### src/rtl/hdr_align_pkg.sv
package hdr_align_pkg;

   typedef enum logic [0:0] {
      SEEK_ONES  = 1'b0,
      COUNT_ZERO = 1'b1
   } seek_state_t;

   function automatic int cnt_width(input int max_val);
      return (max_val < 2) ? 1 : $clog2(max_val + 1);
   endfunction

endpackage

### src/rtl/hdr_run_counter.sv
module hdr_run_counter #(
   parameter int ONES_MIN = 10
) (
   input  logic clk,
   input  logic rst_n,
   input  logic bit_vld,
   input  logic bit_in,
   input  logic force_clr,
   output logic ones_ok
);
   import hdr_align_pkg::*;

   localparam int CW = cnt_width(ONES_MIN);
   localparam logic [CW-1:0] SAT = CW'(ONES_MIN);

   logic [CW-1:0] run_cnt;

   generate
      if (ONES_MIN < 2) begin : g_bad_ones
         $error("hdr_run_counter: ONES_MIN must be at least 2");
      end
   endgenerate

   // Active-low clear driven by the data itself, or forced by the controller.
   always_ff @(posedge clk) begin
      if (!rst_n) begin
         run_cnt <= '0;
      end else if (bit_vld) begin
         if (!bit_in || force_clr) begin
            run_cnt <= '0;
         end else if (run_cnt != SAT) begin
            run_cnt <= run_cnt + 1'b1;
         end
      end
   end

   assign ones_ok = (run_cnt == SAT);

   // an accepted zero always breaks the run of ones
   assert_zero_breaks_run_R5 : assert property (@(posedge clk) disable iff (!rst_n)
      (bit_vld && !bit_in) |=> !ones_ok);

endmodule

### src/rtl/hdr_seq_fsm.sv
module hdr_seq_fsm #(
   parameter int ZEROS_LEN = 20
) (
   input  logic clk,
   input  logic rst_n,
   input  logic bit_vld,
   input  logic bit_in,
   input  logic ones_ok,
   output logic hdr_hit,
   output logic run_clr
);
   import hdr_align_pkg::*;

   localparam int ZW = cnt_width(ZEROS_LEN);
   localparam logic [ZW-1:0] ZLAST = ZW'(ZEROS_LEN - 1);

   seek_state_t   state;
   logic [ZW-1:0] zero_cnt;

   generate
      if (ZEROS_LEN < 2) begin : g_bad_zeros
         $error("hdr_seq_fsm: ZEROS_LEN must be at least 2");
      end
   endgenerate

   assign hdr_hit = (state == COUNT_ZERO) && bit_vld && !bit_in && (zero_cnt == ZLAST);
   // The controller holds the run counter in reset only on the detecting bit.
   assign run_clr = hdr_hit;

   always_ff @(posedge clk) begin
      if (!rst_n) begin
         state    <= SEEK_ONES;
         zero_cnt <= '0;
      end else if (bit_vld) begin
         unique case (state)
            SEEK_ONES: begin
               if (!bit_in && ones_ok) begin
                  state    <= COUNT_ZERO;
                  zero_cnt <= ZW'(1);
               end
            end
            COUNT_ZERO: begin
               if (bit_in || hdr_hit) begin
                  state    <= SEEK_ONES;
                  zero_cnt <= '0;
               end else begin
                  zero_cnt <= zero_cnt + 1'b1;
               end
            end
            default: begin
               state    <= SEEK_ONES;
               zero_cnt <= '0;
            end
         endcase
      end
   end

   // a one while counting zeros abandons the match
   assert_one_aborts_R6 : assert property (@(posedge clk) disable iff (!rst_n)
      (state == COUNT_ZERO && bit_vld && bit_in) |=> (state == SEEK_ONES));

   // the zero count never passes the header length
   assert_zero_bound_R4 : assert property (@(posedge clk) disable iff (!rst_n)
      zero_cnt <= ZLAST);

endmodule

### src/rtl/hdr_word_framer.sv
module hdr_word_framer #(
   parameter int WORD_W = 10
) (
   input  logic              clk,
   input  logic              rst_n,
   input  logic              bit_vld,
   input  logic              bit_in,
   input  logic              hdr_hit,
   output logic [WORD_W-1:0] word_out,
   output logic              word_stb
);
   localparam int PW = $clog2(WORD_W);
   localparam logic [PW-1:0] PLAST = PW'(WORD_W - 1);

   logic [PW-1:0]     phase;
   logic [WORD_W-2:0] hold;
   logic [WORD_W-1:0] assembled;

   generate
      if (WORD_W < 2) begin : g_bad_width
         $error("hdr_word_framer: WORD_W must be at least 2");
      end
   endgenerate

   // First received bit ends up in bit 0 after WORD_W shifts.
   assign assembled = {bit_in, hold};

   always_ff @(posedge clk) begin
      if (!rst_n) begin
         phase    <= '0;
         hold     <= '0;
         word_out <= '0;
         word_stb <= 1'b0;
      end else begin
         word_stb <= 1'b0;
         if (bit_vld) begin
            hold <= assembled[WORD_W-1:1];
            if (phase == PLAST) begin
               word_out <= assembled;
               word_stb <= 1'b1;
               phase    <= '0;
            end else if (hdr_hit) begin
               phase <= '0;
            end else begin
               phase <= phase + 1'b1;
            end
         end
      end
   end

   // a header off the word boundary produces no strobe
   assert_misalign_drop_R9 : assert property (@(posedge clk) disable iff (!rst_n)
      (bit_vld && hdr_hit && phase != PLAST) |=> !word_stb);

   // strobes are never back to back
   assert_no_back_to_back_R10 : assert property (@(posedge clk) disable iff (!rst_n)
      word_stb |=> !word_stb);

   // a strobe always follows an accepted bit
   assert_stb_after_bit_R3 : assert property (@(posedge clk) disable iff (!rst_n)
      word_stb |-> $past(bit_vld));

endmodule

### src/rtl/hdr_align_deser.sv
module hdr_align_deser #(
   parameter int WORD_W    = 10,
   parameter int ONES_MIN  = 10,
   parameter int ZEROS_LEN = 20
) (
   input  logic              clk,
   input  logic              rst_n,
   input  logic              bit_vld,
   input  logic              bit_in,
   output logic [WORD_W-1:0] word_out,
   output logic              word_stb,
   output logic              hdr_tgl
);
   logic ones_ok;
   logic hdr_hit;
   logic run_clr;

   hdr_run_counter #(.ONES_MIN(ONES_MIN)) u_run (
      .clk       (clk),
      .rst_n     (rst_n),
      .bit_vld   (bit_vld),
      .bit_in    (bit_in),
      .force_clr (run_clr),
      .ones_ok   (ones_ok)
   );

   hdr_seq_fsm #(.ZEROS_LEN(ZEROS_LEN)) u_fsm (
      .clk     (clk),
      .rst_n   (rst_n),
      .bit_vld (bit_vld),
      .bit_in  (bit_in),
      .ones_ok (ones_ok),
      .hdr_hit (hdr_hit),
      .run_clr (run_clr)
   );

   hdr_word_framer #(.WORD_W(WORD_W)) u_frm (
      .clk      (clk),
      .rst_n    (rst_n),
      .bit_vld  (bit_vld),
      .bit_in   (bit_in),
      .hdr_hit  (hdr_hit),
      .word_out (word_out),
      .word_stb (word_stb)
   );

   always_ff @(posedge clk) begin
      if (!rst_n) begin
         hdr_tgl <= 1'b0;
      end else if (hdr_hit) begin
         hdr_tgl <= ~hdr_tgl;
      end
   end

   // the level flips only on the edge after a recognised header
   assert_tgl_on_hit_R4 : assert property (@(posedge clk) disable iff (!rst_n)
      (hdr_tgl != $past(hdr_tgl)) |-> $past(hdr_hit));

endmodule

### config.mk
export PLATFORM = sky130hd
export DESIGN_NAME = hdr_align_deser
export DESIGN_NICKNAME = d
export VERILOG_FILES = /design/src/rtl/hdr_align_pkg.sv /design/src/rtl/hdr_run_counter.sv /design/src/rtl/hdr_seq_fsm.sv /design/src/rtl/hdr_word_framer.sv /design/src/rtl/hdr_align_deser.sv
export SDC_FILE = /design/constraint.sdc
export NUM_CORES = 1
export LEC_CHECK = 0
export ABC_AREA = 1
export BUFFER_PORTS_ARGS = -buffer_cell sky130_fd_sc_hd__buf_2
export CAP_MARGIN = 20
export CORE_MARGIN = 4
export CORE_UTILIZATION = 50
export CTS_CLUSTER_SIZE = 24
export DETAILED_ROUTE_END_ITERATION = 10
export PLACE_DENSITY = 0.76
export SLEW_MARGIN = 20
export SYNTH_ARGS = -nofsm -noshare
export SYNTH_HDL_FRONTEND = slang
export SYNTH_SLANG_ARGS = --single-unit
### constraint.sdc
create_clock -name clk -period 1.7 [get_ports clk]
set_input_delay 0.34 -clock clk [delete_from_list [all_inputs] [get_ports clk]]
set_output_delay 0.34 -clock clk [all_outputs]
set_load 0.03 [all_outputs]
### Word-level counts from Yosys, hierarchy flattened

Cells that the tools add are included.

* logic and storage cells: 41
* bits in registers: 35
* output and inout port bits: 12
* input port bits: 4

* mux-type cells: 11
* reductions and logical operators: 12
* $add $sub $neg: 3
* eq/ne operators: 5
* bitwise logic cells: 2

Operators with widths (count)
* $mux 4: 4
* $mux 5: 2
* $pmux 5 s2: 1
* $add 4x1->4 const B: 2
* $eq 4x4->1 const B: 2
* $reduce_and 2->1: 4
* $add 5x1->5 const B: 1
* $eq 5x5->1 const B: 1
* $logic_and 1x1->1: 4
* $ne 4x4->1 const B: 1
* $mux 1: 3
* $logic_or 1x1->1: 2
* $ne 2x1->1 const B: 1
* $not 1->1: 2
* $pmux 1 s2: 1
* $reduce_bool 2->1: 1
* $logic_not 1->1: 1

### Longest topological paths before layout

Gate-level depths: netlist of the first run.

* depth in word-level cells: 6
* depth in mapped cells: 10
* gate-level depth less buffers: 10

### Modules after synthesis

A second synthesis of the first run with hierarchy kept.

* cell total of the unflattened synthesis: 216
* area total of the unflattened synthesis: 1567.8 sq um

Modules (own cells, without submodules)
* hdr_word_framer: times used 1, area an instance 942.2 sq um, cells an instance 123, seq. area each 480.5 sq um
* hdr_seq_fsm: times used 1, area an instance 337.8 sq um, cells an instance 51, seq. area each 120.1 sq um
* hdr_run_counter: times used 1, area an instance 252.7 sq um, cells an instance 37, seq. area each 80.1 sq um
* hdr_align_deser: times used 1, area an instance 35.0 sq um, cells an instance 5, seq. area each 20.0 sq um

### Worst setup path before layout of the first run

No wires, ideal clock.

* path kind: register to register
* from: register u_run.run_cnt[0]
* to: register u_fsm.zero_cnt[1]
* path buffers: 0
* stages on the path, launching flop included: 9
* clock period less this slack: 1219 ps
* setup slack: 481 ps
* data required time: 1583 ps
* arrival: 1102 ps
* library setup time: 117 ps
* path through: dfxtp_1 inv_1 ha_1 nand2_1 nor2_1 nand2_1 nand2_4 o21ai_0 nor2_1

* cells in the longest elaborated chain, start to end: 4

Ends and longest elaborated chain
* from (decl): line hdr_run_counter.sv:16 `logic [CW-1:0] run_cnt;`
* from (signal assigned): line hdr_run_counter.sv:32 `run_cnt <= run_cnt + 1'b1;`
* $eq 4x4->1: line hdr_run_counter.sv:37 `assign ones_ok = (run_cnt == SAT);`
* $logic_and 1x1->1: line hdr_seq_fsm.sv:37 `if (!bit_in && ones_ok) begin`
* $ne 2x1->1 (no line)
* $reduce_and 2->1 (no line)
* to (signal assigned): line hdr_seq_fsm.sv:47 `zero_cnt <= zero_cnt + 1'b1;`
* to (decl): line hdr_seq_fsm.sv:18 `logic [ZW-1:0] zero_cnt;`

No other way between the ends.
A chain may end at the register's enable or synchronous reset.

### Worst setup path in the final report of the first run

* from: register u_run.run_cnt[0]
* to: register u_fsm.zero_cnt[3]

Same word-level chain as after synthesis.

==> results.md, run 1 <==
- Number of setup violations in the final report: 0
- Sink Count: 35
- Crit path depth: 10
- RSZ-0062 raised after global routing: no
- Critical-path top delay cell: dfxtp_1
- Data arrival, critical path: 1.69 ns
- Fin util: 0.5857
- WS Path Type: flip-flop to flip-flop
- First-pass GRT wire length: approximately 4.4 mm
- Final hold viol count: 0
- Cell Count, Final, Fillers Out: 250
- Vias: between 1000 and 1500
- Seq cells post-synth: 35
- CTS Root Cell: clkbuf_4
- Syn-to-layout area delta: 11.57%
- Period utilisation layout: 0.8327
- PostCTS Resize Cnt: 0
- Number of global-route vias before repair: 1041
- DP HPWL: ~1.9 mm
- PD cells: between 800 and 900 nW/µm²
- GRT overflow: 0
- CTS tree: built
- Die X: around 62 µm
- Largest net degree at the start of global routing: 15
- TNS Setup: 0 ns
- Diodes inserted: 0
- GPL Wtd Cong: between 0.8 and 0.9
- Drt first-iter violations: between 40 and 50
- Status: complete, no violations
- Total leakage power: between 0.7 and 0.8 nW
- DRC: 0
- Final instance area: 1629 µm²
- First-pass DRT Iterations: 4
- Total GRT Usage: 0.1537
- H-tree depth: 2
- Pre-CTS setup slack: ~0.28 ns
- Mapped Nets: 207
- Clk_lat worst skew: 0.35 ns
- CP Capture Type: flip-flop
- Most used cells in the layout excluding fill and tap cells: 53 x nand2_1, 35 x dfxtp_1, 33 x nor2_1
- Max-slew headroom: 0.8242
- Most frequent CP cell: nand2_1
- Worst-case reg-to-reg path depth: 10
- Power consumption: 1.407 mW
- Slew of the pin with the lowest slew margin: around 0.26 ns
- Delay-heaviest family, CP: simple AND/OR/NAND/NOR gates
- Yosys Warn Count: 0
- Ports: 16
- Critical Path RT: between 1.5 and 2 ns
- CP max stage delay: between 0.3 and 0.4 ns
- Final nets: between 200 and 250
- Worst VDD drop: 0.6535 mV
- Mapped Cells: around 200
- CP cell instances: inv_1 > ha_1 > nand2_1 > nor2_1 > nand2_1 > nand2_4 > nand2_1 > nand2_1 > nand2_1 > nor2_1
- Area occupied by multi-input gates: roughly 670 µm²
- Hold path cells: 2
- Clk slew on worst S/H paths: 0.12 ns
- Max Fanout on Critical Path: 10
- Post-synth cell types: 26
- Die area: 3849 µm²
- Worst hold slack: about 0.29 ns
- Fin crit period: about 1.4 ns
- Commonest non-fill, non-tap cell in the layout: nand2_1
- Avg Cell Area, Syn: 7.374 µm²
- Max-slew violations: 0
- Initial antenna violation count: 0
- Maxcap violations: 0
- Routed wire length: 2.585 mm
- Number of buffers created by CTS: 5
- FF/Latch Area: 700.7 µm²
- # rows: 19
- Sequential area share after synthesis: 0.4799
- Core Area: approximately 2800 µm²
- ANT nets after route: 0
- Clk_skew: around 0.015 ns
- Bufs and invs on worst path: 1
- Share of layout cells above drive strength 1: 0.1598
- Hold-fix buffers, CTS: 0
- Fmax: between 0.7 and 0.8 GHz
- Initial Util: 0.5250
- Placed Instances: ~240
- Hold WC Path Type: input pin to flip-flop
- Wire length per cell: 10.34 µm
- DR vias/cell: slightly below 5
- Mapped Area: about 1500 µm²
- Final WS setup: between 0.2 and 0.3 ns
- Startpoint types: flip-flop
- Area after DPL: 1572 µm²
- Post-CTS setup buffer count: 0
- Layout fillers: about 270
- Port buffer count: 15
- Die height: roughly 62 µm
- Worst-case clock buffer depth: 2
## cell usage after synthesis (all sizes together)
cell type  count  area (µm²)
a211oi         1       7.510
a31oi          1       6.260
nor3           2       10.01
xor2           3       26.28
clkbuf         1       3.750
nand2         57       229.0
a21oi          9       45.04
or2            2       12.52
nand4          1       6.260
clkinv         1       3.750
dfxtp         35       700.7
nand3         12       65.06
inv           16       60.06
ha             5       62.56
o21ai         14       70.06
nor2          34       130.1
buf            4       21.27
## worst reg2reg max path: stages (launching register included)
cell and delay (ns):
dfxtp_1 0.36, inv_1 0.08, ha_1 0.16, nand2_1 0.06
nor2_1 0.17, nand2_1 0.12, nand2_4 0.13, nand2_1 0.06
nand2_1 0.05, nand2_1 0.05, nor2_1 0.10
## layout make-up
cell class,instances,share of cell area
Clock buffer,5,0.02304
Clock inverter,3,0.01229
Inverter,17,0.03917
Multi-Input combinational cell,141,0.4117
Sequential cell,35,0.4301
Tap cell,31,0.02381
Timing Repair Buffer,18,0.05991
## routing by layer
layer,part of all wire,GRT usage,vias to the layer above
met5,0,0,-
met4,0.015,0.06364,0
met3,0.048,0.04959,5
met2,0.43,0.2352,19
met1,0.50,0.1992,537
li1,-,-,665
## report_power, final
part	switching, mW	total, mW	internal, mW	leakage, nW
Sequential	0.0199	0.863	0.843	0.285
Combinational	0.0592	0.0930	0.0338	0.435
Clock	0.293	0.451	0.158	0.0272
## final timing paths
check | startpoint | to | slack [ns]
hold / removal | bit_vld | u_frm.hold[7]$_SDFFE_PN0P_ | 0.29
setup reg to reg | u_run.run_cnt[0]$_SDFFE_PN0P_ | u_fsm.zero_cnt[3]$_SDFFE_PN0P_ | 0.28
hold reg to reg | u_frm.word_out[7]$_SDFFE_PN0P_ | u_frm.word_out[7]$_SDFFE_PN0P_ | 0.45
setup / recovery | u_run.run_cnt[0]$_SDFFE_PN0P_ | u_fsm.zero_cnt[3]$_SDFFE_PN0P_ | 0.28
## kinds of logic (layout without fill, tap and decap cells)
family / after synthesis / count (layout) / share of synthesized area
XOR/XNOR: 3 / 3 / 0.01800
AO/OA/AOI/OAI: 25 / 25 / 0.08826
buffers and inverters: 22 / 43 / 0.06084
adder cells (fa/ha/maj): 5 / 5 / 0.04284
AND/OR/NAND/NOR: 108 / 108 / 0.3102
flip-flops: 35 / 35 / 0.4799
## state kept, by name (all words and copies together), names as in the netlist
register,flops
hdr_tgl,1
u_frm.hold,9
u_frm.phase,4
u_frm.word_out,10
u_frm.word_stb,1
u_fsm.state,1
u_fsm.zero_cnt,5
u_run.run_cnt,4
Note: power is estimated with default switching activity, not from simulation.
==> run 2: changes to the inputs <==
--- a/config.mk
+++ b/config.mk
@@ -5,7 +5,7 @@
 export SDC_FILE = /design/constraint.sdc
 export NUM_CORES = 1
 export LEC_CHECK = 0
-export ABC_AREA = 1
+export ABC_AREA = 0
 export BUFFER_PORTS_ARGS = -buffer_cell sky130_fd_sc_hd__buf_2
 export CAP_MARGIN = 20
 export CORE_MARGIN = 4
==> constraint.sdc (replaced) <==
create_clock -name clk -period 1.5 [get_ports clk]
set_input_delay 0.3 -clock clk [delete_from_list [all_inputs] [get_ports clk]]
set_output_delay 0.3 -clock clk [all_outputs]
set_load 0.03 [all_outputs]
==> run 2 against run 1 <==
  * Non-clock buffer count grew 13
  * Clock skew down 0.00071 ns
  * Utilization up 3.8 points
  * Combinational power grew 3.0%
  * Final cell count is 20% lower
==> results.md, run 2 <==
- Worst-case clock buffer depth: 2
- Dominant cells by area after synthesis: dfxtp_1 49%, mux2i_1 6.3%, a22o_1 6.1%
- Largest family of logic cells by synthesized area: simple AND/OR/NAND/NOR gates
- Worst VDD drop: 0.6552 mV
- Die area: ~3800 µm²
- DR vias/cell: roughly 5.6
- Ports: 16
- CP max stage delay: between 0.3 and 0.4 ns
- Synth async-reset ratio: 0
- Max-slew violations: 0
- Largest registers: u_frm.word_out (10), u_frm.hold (9), u_fsm.zero_cnt (5)
- Data arrival, critical path: roughly 1.7 ns
- Syn-to-layout area delta: 19.77%
- Initial antenna violation count: 0
- Delay-heaviest family, CP: compound AO/OA/AOI/OAI gates
- DRC: 0
- GRT overflow: 0
- Max-slew headroom: 0.7673
- Drt first-iter violations: between 60 and 70
- PD cells: approximately 910 nW/µm²
- Commonest non-fill, non-tap cell in the layout: dfxtp_1
- Max reg flops: 10
- Clk slew on worst S/H paths: 0.12 ns
- H-tree depth: 2
- Mapped Nets: ~150
- Number of buffers created by CTS: 5
- Final hold viol count: 0
- Mapped Area: about 1400 µm²
- CP cell instances: inv_1 > ha_2 > and4bb_2 > o21a_1 > o32a_1 > nor2_1
- Sequential area share after synthesis: 0.4878
- Commonest cells post-synth: 35 x dfxtp_1, 21 x nor2_1, 10 x a22o_1
- Maxcap violations: 0
- Number of global-route vias before repair: between 1000 and 1500
- Sink Count: 35
- R2R Setup Slk: 0.07 ns
- Crit path depth: 6
- Layout fillers: 226
- Placed Instances: 190
- First-pass GRT wire length: about 5.0 mm
- Routed wire length: 3.020 mm
- Max Fanout on Critical Path: 4
- Period utilisation layout: 0.9560
- Die X: a little over 60 µm
- Top cell type's share of synthesized area: 0.4878
- Cell Count, Final, Fillers Out: about 200
- Critical Path RT: around 1.8 ns
- Initial Util: 0.5209
- Slew of the pin with the lowest slew margin: ~0.35 ns
- Vias: roughly 1100
- Synth Area in Simple Gates: 0.1751
- Final nets: between 150 and 200
- Fmax: between 0.6 and 0.7 GHz
- Synth Area in XOR/XNOR: 0.04268
- Biggest register: u_frm.word_out
- Total GRT Usage: 0.1824
- CP Capture Type: flip-flop
- Share of layout cells above drive strength 1: 0.3059
- Hold WC Path Type: input pin to flip-flop
- Status: complete, no violations
- Port buffer count: 15
- Ys flop type: dfxtp_1
- Avg Cell Area, Syn: 10.33 µm²
- Clk_lat worst skew: between 0.3 and 0.4 ns
- Yosys Warn Count: 0
- Wire length per cell: around 15 µm
- EDFF count, synth: 0
- First-pass DRT Iterations: 4
- Startpoint types: flip-flop
- CTS Root Cell: clkbuf_4
- Seq cells post-synth: 35
- Hold path cells: 3
- Die height: a little over 60 µm
- Critical-path top delay cell: dfxtp_2
- GPL Wtd Cong: 0.7880
- Synth Area in Compound Gates: 0.1463
- Worst-case reg-to-reg path depth: 6
- Diodes inserted: 0
- CTS tree: built
- Mapped Cells: between 100 and 150
- Bufs and invs on worst path: 1
- Clk_skew: 0.01387 ns
- Number of setup violations in the final report: 0
- Total leakage power: about 0.76 nW
- ANT nets after route: 0
- Largest net degree at the start of global routing: 14
- Most frequent cell after synthesis: dfxtp_1
- Fin crit period: roughly 1.4 ns
- Mux share of post-synthesis cell area: 0.06272
- Core Area: between 2000 and 3000 µm²
- Synth Area in Adders: 0.04355
- Worst hold slack: 0.2463 ns
- Area leader, netlist: dfxtp_1
- # rows: 19
- Most used cells in the layout excluding fill and tap cells: 30 x dfxtp_1, 21 x nor2_1, 16 x buf_4
- WS Path Type: flip-flop to flip-flop
- DP HPWL: between 2 and 2.5 mm
- Post-synth cell types: 37
run 2: cell types whose count changed after synthesis, moves of 5 or more:
cell	delta
a21oi_1	-5
inv_1	-10
nand2_1	-48
mux2i_1	+9
nand3_1	-10
o21ai_0	-9
nor2_1	-12
a22o_1	+10
run 2: routing by layer:
layer | routed length, µm | vias to the layer above | GRT usage
li1 | - | 557 | -
met1 | 1340 | 547 | 0.2309
met2 | 1495 | 18 | 0.2825
met3 | 117 | 8 | 0.05031
met4 | 66 | 0 | 0.09394
met5 | 0 | - | 0
run 2: final cells by class:
| cell class | count | area, µm² | share of cell area |
|---|---|---|---|
| sequential | 35 | 706.9 | 0.4109 |
| multi-input combinational | 92 | 706.9 | 0.4109 |
| clock inverter | 3 | 20.02 | 0.01164 |
| clock buffer | 5 | 37.54 | 0.02182 |
| inverter | 4 | 15.01 | 0.008727 |
| tap | 31 | 38.79 | 0.02255 |
| timing repair buffer | 31 | 195.2 | 0.1135 |
run 2: worst reg2reg max path, cell delays in order, from the launching register on:
cell	delay (ns)
dfxtp_2	0.34
inv_1	0.04
ha_2	0.18
and4bb_2	0.26
o21a_1	0.21
o32a_1	0.23
nor2_1	0.12
run 2: timing repair:
item	CTS	global route
gates resized for setup	5	8
hold buffers	0	0
pin swaps	4	6
buffers inserted	2	1
setup endpoints to repair	4	15
run 2: final timing paths:
check                                    to                            from
max          u_fsm.zero_cnt[3]$_SDFFE_PN0P_   u_run.run_cnt[0]$_SDFFE_PN0P_
min          u_fsm.zero_cnt[0]$_SDFFE_PN0P_                           rst_n
max reg2reg  u_fsm.zero_cnt[3]$_SDFFE_PN0P_   u_run.run_cnt[0]$_SDFFE_PN0P_
min reg2reg  u_frm.word_out[2]$_SDFFE_PN0P_  u_frm.word_out[2]$_SDFFE_PN0P_
run 2: report_power, final:
group	total, mW	internal, mW	leakage [nW]	switching, mW
Clock	0.509	0.179	0.0272	0.330
Combinational	0.0958	0.0391	0.448	0.0567
Sequential	0.952	0.941	0.285	0.0112
run 2: cell families after synthesis:
family,after synthesis
DFF,35
xor gates and xnor gates,7
adders and majority gates,5
AOI/OAI and AO/OA,28
buffers and inverters,12
muxes,9
and+or+nand+nor,43
run 2: per-stage QoR:
stage / setup slack [ns] / area, µm² / TNS, ns / util / power, mW
final: 0.06595 / 1720 / 0 / 0.6239 / 1.557
after global routing: -0.001800 / 1720 / -0.001800 / 0.6239 / 1.628
after CTS: 0.003196 / 1699 / 0 / 0.6162 / 1.564
after detailed placement: -0.0003850 / 1603 / -0.0003850 / 0.5812 / 1.066
after global placement: 0.06193 / 1603 / 0 / 0.5812 / 1.061
after floorplan: 0.03232 / 1436 / 0 / - / 1.034
